`src/rtl/ycc_pack_pkg.sv`:
```
package ycc_pack_pkg;
    // Packing mode selected by the cfg_pack8 pin
    typedef enum logic {
        PACK_PIXEL16 = 1'b0,
        PACK_CLOCK8  = 1'b1
    } pack_mode_e;
endpackage

```
`src/rtl/ycc_lane_sel.sv`:
```
module ycc_lane_sel
    import ycc_pack_pkg::*;
#(
    parameter int SLOT_W = 2
) (
    input  logic              clk,
    input  logic              rst_n,
    input  logic              in_valid,
    input  logic              in_sol,
    input  logic              in_eol,
    input  logic              cfg_luma_odd,
    input  logic              cfg_swap,
    input  pack_mode_e        pack_mode,
    output logic [SLOT_W-1:0] slot,
    output logic              word_done,
    output logic              is_luma
);
    typedef struct packed {
        logic              phase;
        logic [SLOT_W-1:0] cnt;
    } lane_st_t;

    lane_st_t    st_q, st_d;
    logic        phase_now;
    logic [SLOT_W-1:0] cnt_now;

    always_comb begin
        phase_now = in_sol ? 1'b0 : st_q.phase;
        cnt_now   = in_sol ? '0 : st_q.cnt;
        is_luma   = (phase_now == cfg_luma_odd) ^ cfg_swap;
        if (pack_mode == PACK_CLOCK8) begin
            slot = cnt_now;
        end else begin
            slot = {cnt_now[SLOT_W-1:1], ~is_luma};
        end
        word_done = (cnt_now == {SLOT_W{1'b1}});
        st_d = st_q;
        if (in_valid) begin
            if (in_eol) begin
                st_d = '0;
            end else begin
                st_d.phase = ~phase_now;
                st_d.cnt   = cnt_now + 1'b1;
            end
        end
    end

    always_ff @(posedge clk) begin
        if (!rst_n) st_q <= '0;
        else        st_q <= st_d;
    end

    // within a line, back-to-back accepted bytes alternate lane
    a_r4_lane_alternates: assert property (@(posedge clk) disable iff (!rst_n)
        (in_valid && !in_eol) ##1 (in_valid && !in_sol) |-> (is_luma != $past(is_luma)));

    // a start marker always lands in the first pixel of the word
    a_r7_sol_first_pixel: assert property (@(posedge clk) disable iff (!rst_n)
        (in_valid && in_sol) |-> (slot[SLOT_W-1:1] == '0));
endmodule

```
`src/rtl/ycc_word_acc.sv`:
```
module ycc_word_acc #(
    parameter int BYTE_W     = 8,
    parameter int WORD_BYTES = 4,
    localparam int SLOT_W    = $clog2(WORD_BYTES),
    localparam int WORD_W    = BYTE_W * WORD_BYTES
) (
    input  logic              clk,
    input  logic              rst_n,
    input  logic              in_valid,
    input  logic              in_sol,
    input  logic              in_eol,
    input  logic [BYTE_W-1:0] in_byte,
    input  logic [SLOT_W-1:0] slot,
    input  logic              word_done,
    output logic [WORD_W-1:0] out_word,
    output logic              out_valid,
    output logic              out_eol
);
    typedef struct packed {
        logic [WORD_W-1:0] acc;
        logic [WORD_W-1:0] word;
        logic              vld;
        logic              eol;
    } acc_st_t;

    acc_st_t           st_q, st_d;
    logic [WORD_W-1:0] base;
    logic [WORD_W-1:0] merged;

    always_comb begin
        base   = in_sol ? '0 : st_q.acc;
        merged = base | (WORD_W'(in_byte) << (int'(slot) * BYTE_W));
        st_d     = st_q;
        st_d.vld = 1'b0;
        st_d.eol = 1'b0;
        if (in_valid) begin
            if (word_done || in_eol) begin
                st_d.word = merged;
                st_d.vld  = 1'b1;
                st_d.eol  = in_eol;
                st_d.acc  = '0;
            end else begin
                st_d.acc  = merged;
            end
        end
    end

    always_ff @(posedge clk) begin
        if (!rst_n) st_q <= '0;
        else        st_q <= st_d;
    end

    assign out_word  = st_q.word;
    assign out_valid = st_q.vld;
    assign out_eol   = st_q.eol;

    // a word is only produced after an accepted byte
    a_r9_valid_needs_input: assert property (@(posedge clk) disable iff (!rst_n)
        out_valid |-> $past(in_valid));

    // a full word or a line end always yields a word
    a_r8_done_emits: assert property (@(posedge clk) disable iff (!rst_n)
        (in_valid && (word_done || in_eol)) |=> out_valid);

    // the end flag only travels with a word
    a_r9_eol_with_valid: assert property (@(posedge clk) disable iff (!rst_n)
        out_eol |-> out_valid);

    // the presented word does not move between completions
    a_r3_word_holds: assert property (@(posedge clk) disable iff (!rst_n)
        !out_valid |-> $stable(out_word));
endmodule

```
`src/rtl/ycc_byte_packer.sv`:
```
module ycc_byte_packer
    import ycc_pack_pkg::*;
#(
    parameter int BYTE_W     = 8,
    parameter int WORD_BYTES = 4,
    localparam int SLOT_W    = $clog2(WORD_BYTES),
    localparam int WORD_W    = BYTE_W * WORD_BYTES
) (
    input  logic              clk,
    input  logic              rst_n,
    input  logic              cfg_luma_odd,
    input  logic              cfg_pack8,
    input  logic              cfg_swap,
    input  logic [BYTE_W-1:0] in_byte,
    input  logic              in_valid,
    input  logic              in_sol,
    input  logic              in_eol,
    output logic [WORD_W-1:0] out_word,
    output logic              out_valid,
    output logic              out_eol
);
    pack_mode_e        pack_mode;
    logic [SLOT_W-1:0] slot;
    logic              word_done;
    logic              is_luma;

    assign pack_mode = pack_mode_e'(cfg_pack8);

    ycc_lane_sel #(.SLOT_W(SLOT_W)) lane_i (
        .clk          (clk),
        .rst_n        (rst_n),
        .in_valid     (in_valid),
        .in_sol       (in_sol),
        .in_eol       (in_eol),
        .cfg_luma_odd (cfg_luma_odd),
        .cfg_swap     (cfg_swap),
        .pack_mode    (pack_mode),
        .slot         (slot),
        .word_done    (word_done),
        .is_luma      (is_luma)
    );

    ycc_word_acc #(.BYTE_W(BYTE_W), .WORD_BYTES(WORD_BYTES)) acc_i (
        .clk       (clk),
        .rst_n     (rst_n),
        .in_valid  (in_valid),
        .in_sol    (in_sol),
        .in_eol    (in_eol),
        .in_byte   (in_byte),
        .slot      (slot),
        .word_done (word_done),
        .out_word  (out_word),
        .out_valid (out_valid),
        .out_eol   (out_eol)
    );

    // no word leaves during the first cycle after reset
    a_r1_quiet_after_reset: assert property (@(posedge clk)
        $rose(rst_n) |-> !out_valid);
endmodule

```
`config.mk`:
```
export PLATFORM = sky130hd
export DESIGN_NAME = ycc_byte_packer
export DESIGN_NICKNAME = d
export VERILOG_FILES = /design/src/rtl/ycc_pack_pkg.sv /design/src/rtl/ycc_lane_sel.sv /design/src/rtl/ycc_word_acc.sv /design/src/rtl/ycc_byte_packer.sv
export SDC_FILE = /design/constraint.sdc
export NUM_CORES = 1
export LEC_CHECK = 0
export ABC_AREA = 1
export BUFFER_PORTS_ARGS = -buffer_cell sky130_fd_sc_hd__buf_2
export CAP_MARGIN = 40
export CORE_MARGIN = 8
export CORE_UTILIZATION = 55
export DETAILED_ROUTE_END_ITERATION = 8
export PLACE_DENSITY = 0.79
export SKIP_LAST_GASP = 1
export SLEW_MARGIN = 20
export SYNTH_ARGS = -nofsm -noshare
export SYNTH_HDL_FRONTEND = slang
export SYNTH_SLANG_ARGS = --single-unit
```
`constraint.sdc`:
```
create_clock -name clk -period 1.97 [get_ports clk]
set_input_delay 0.197 -clock clk [delete_from_list [all_inputs] [get_ports clk]]
set_output_delay 0.197 -clock clk [all_outputs]
set_load 0.05 [all_outputs]
```
==> flow_summary.yaml <==
drt:
  highest_layer: "met4"
  drt_pass1_iterations: 4
  routed_wl_um: 7470
  drcViolationCount: 0
  vias_per_cell: 5.07
  wl_met1_um: 3200
  wl_per_cell_um: 12.9
  drtIter0Drc: 198
  routed-wl-met3_um: 501
  wl_met2_um: 3610
  num_vias: 2931
  ant_nets: 0
sta:
  hold_violations: 0
  slew_viol_final: 0
  setup_viol: 0
  tns_ps: 0
  postLayoutSetupSlackWorst_ps: 389
  min_period_ps: 1580
  rsz0062_at_grt: "no"
  finalClockSkew_ps: 6.11
  fmax_mhz: 632
  tightestPinTransition_ps: 446
  fin_crit_sh_pct: 80.3
  max-slew-margin-rel_pct: 70.2
global_routing:
  grt_max_degree: 70
  antenna_found_initial: 0
  overflow: 0
  grt_pass1_vias: 2750
  grt_pass1_wl_um: 12400
  gr-usage-all-layers_pct: 17.1
clocking:
  post_cts_buffers: 0
  ctsResizeCount: 0
  clock_path_buffers: 2
  insertion_delay_ps: 340
  cts_root_buffer: "clkbuf_8"
  numCtsBuffers: 9
  cts_max_level: 3
  numClockSinks: 69
  cts_tree: "done"
  cts.clk_slew.worst_paths_ps: 70
  ctsHoldBuffers: 0
place:
  place_worst_setup_slack_ps: 222
  port_buffers: 49
  gp_congestion: 0.812
  placed_area_mm2: 0.00356
  hpwl_um: 5140
synthesis:
  seq_area_frac_synth_pct: 39.2
  synth_flop_cell: "dfxtp_1"
  synth-adder-area-share_pct: 0.355
  synth.distinct_cells: 25
  avgSynthCellArea_um2: 7.20
  yosysWarnings: 0
  yosysTopAreaCell: "dfxtp_1"
  synth-edff-count: 0
  ys_top_cells_by_area: "dfxtp_1 (39%), nand2_1 (15%), a21oi_1 (7.4%), buf_4 (7.3%), inv_1 (7.0%)"
  syn_area_mm2: 0.00352
  synth-xor-area-share_pct: 0
  synth_simple_gate_area_share_pct: 25.6
  syn_inst: 489
  synth_top_family_by_area: "simple AND/OR/NAND/NOR gates"
  synth_mux_area_share_pct: 0
  synth.top_cell.area_share_pct: 39.2
  ys_ff_latch: 69
  synth.net_count: 506
  synth_compound_area_share_pct: 15.8
  postSynth.asyncResetShare_pct: 0
setup_path:
  worstRegToRegCells: 8
  path_max_fanout: 26
  r2r-start: "lane_i.st_q[0]$_SDFFE_PN0P_"
  cp_top_family: "compound AO/OA/AOI/OAI gates"
  endpoint_kind: "flip-flop"
  cp.depth: 8
  path_class: "reg -> reg"
  path_buf_inv: 3
  crit_arrival_ps: 1820
  rrSetupSlack_ps: 390
  crit_slowest_cell: "dfxtp_1"
  r2r_end: "acc_i.out_word[25]$_SDFFE_PN0P_"
  critPathMaxStageDelay_ps: 340
  start_kind: "flip-flop"
  crit_chain: "nand2_4 > inv_2 > ha_1 > o21ai_4 > buf_4 > a21oi_1 > o21ai_1 > inv_1"
  critical_path_required_ps: 2210
die:
  die_w_um: 96.0
  ios: 50
  rows: 29
  fp.coreArea_mm2: 0.00628
  die_area_mm2: 0.00922
  die_h_um: 96.0
  start_util_pct: 56.1
power:
  leakage_nw: 1.88
  p_comb_share_pct: 16.2
  power.internal_mw: 2.19
  power.net_switching_mw: 0.913
  peakVddDrop_mv: 0.521
  power_frac_seq_pct: 47.6
  p_per_area_mw_per_mm2: 825
  pwr-share-clk_pct: 36.2
  switching_share_pct: 29.4
hold_path:
  hold_class: "in -> reg"
  holdPathStages: 2
  holdPathEnd: "acc_i.out_eol$_SDFF_PN0_"
  hold_start: "in_eol"
finish:
  multi_input_area_mm2: 0.00148
  drive_above_1_share_pct: 22.6
  diodes: 0
  syn_to_final_growth_pct: 6.72
  final_common_cell: "nand2_1"
  final_area_mm2: 0.00376
  ff_latch_area_mm2: 0.00138
  final_util_pct: 59.8
  final_cell_mix: "nand2_1 (138), dfxtp_1 (69), inv_1 (66)"
  fillers: 587
  final_nets: 513
run:
  drv_cap: 0
outcome:
  run_status: "complete, no violations"
-- metal layers --
metal | GRT usage (%) | up-vias
met5 | 0 | -
met2 | 28.0 | 91
met3 | 3.90 | 14
met1 | 20.1 | 1299
li1 | - | 1527
met4 | 9.60 | 0
-- worst max path at each step --
stage	start	to	slack [ps]
2_1_floorplan	lane_i.st_q[1]$_SDFFE_PN0P_	acc_i.out_word[4]$_SDFFE_PN0P_	260
3_3_place_gp	in_sol	acc_i.out_word[6]$_SDFFE_PN0P_	310
3_5_place_dp	in_sol	acc_i.out_word[25]$_SDFFE_PN0P_	220
4_1_cts	lane_i.st_q[0]$_SDFFE_PN0P_	acc_i.out_word[25]$_SDFFE_PN0P_	380
5_1_grt	lane_i.st_q[0]$_SDFFE_PN0P_	acc_i.out_word[25]$_SDFFE_PN0P_	240
6_report	lane_i.st_q[0]$_SDFFE_PN0P_	acc_i.out_word[25]$_SDFFE_PN0P_	390
-- area by class of cell --
class                   count  share of cell area (%)
flip-flops and latches     69                    36.8
multi-input cells         286                    39.4
repair buffers             57                    8.79
inverters                  73                    7.36
well taps                  77                    2.56
clock buffers              11                    3.76
clock inverters             5                    1.33
-- cells by family after synthesis --
family | Yosys count
AND/OR/NAND/NOR | 185
buffers and inverters | 134
AO/OA/AOI/OAI | 100
flip-flops | 69
adder cells (fa/ha/maj) | 1
-- state kept, by name, indices dropped and copies added (netlist names) --
| name | cells |
|---|---|
| acc_i.out_word | 32 |
| acc_i.st_q | 32 |
| lane_i.st_q | 3 |
| acc_i.out_eol | 1 |
| acc_i.out_valid | 1 |
-- through the flow --
stage / std cells / hold slack, ps / power, mW
after global placement: 562 / 451 / 2.00
after detailed placement: 562 / 459 / 2.01
after floorplan: 489 / 364 / 1.95
final: 578 / 174 / 3.10
after CTS: 578 / 164 / 3.13
after global routing: 578 / 170 / 3.24
-- power by group through the flow --
stage,logic (mW),registers (mW),clock network (mW)
after floorplan,0.438,1.51,0
after detailed placement,0.505,1.51,0
final,0.502,1.48,1.12
after CTS,0.506,1.48,1.15
after global placement,0.498,1.51,0
after global routing,0.546,1.48,1.21
-- cell usage after synthesis (4+ instances only) --
library cell,instances
a21oi_1,52
o21ai_1,33
nand4_2,7
nand2_1,138
inv_1,66
nand4_1,25
nand2_4,4
inv_2,5
a21oi_2,15
clkbuf_1,14
buf_2,8
buf_4,34
dfxtp_1,69
No activity file was read; power rests on OpenSTA's default activity.
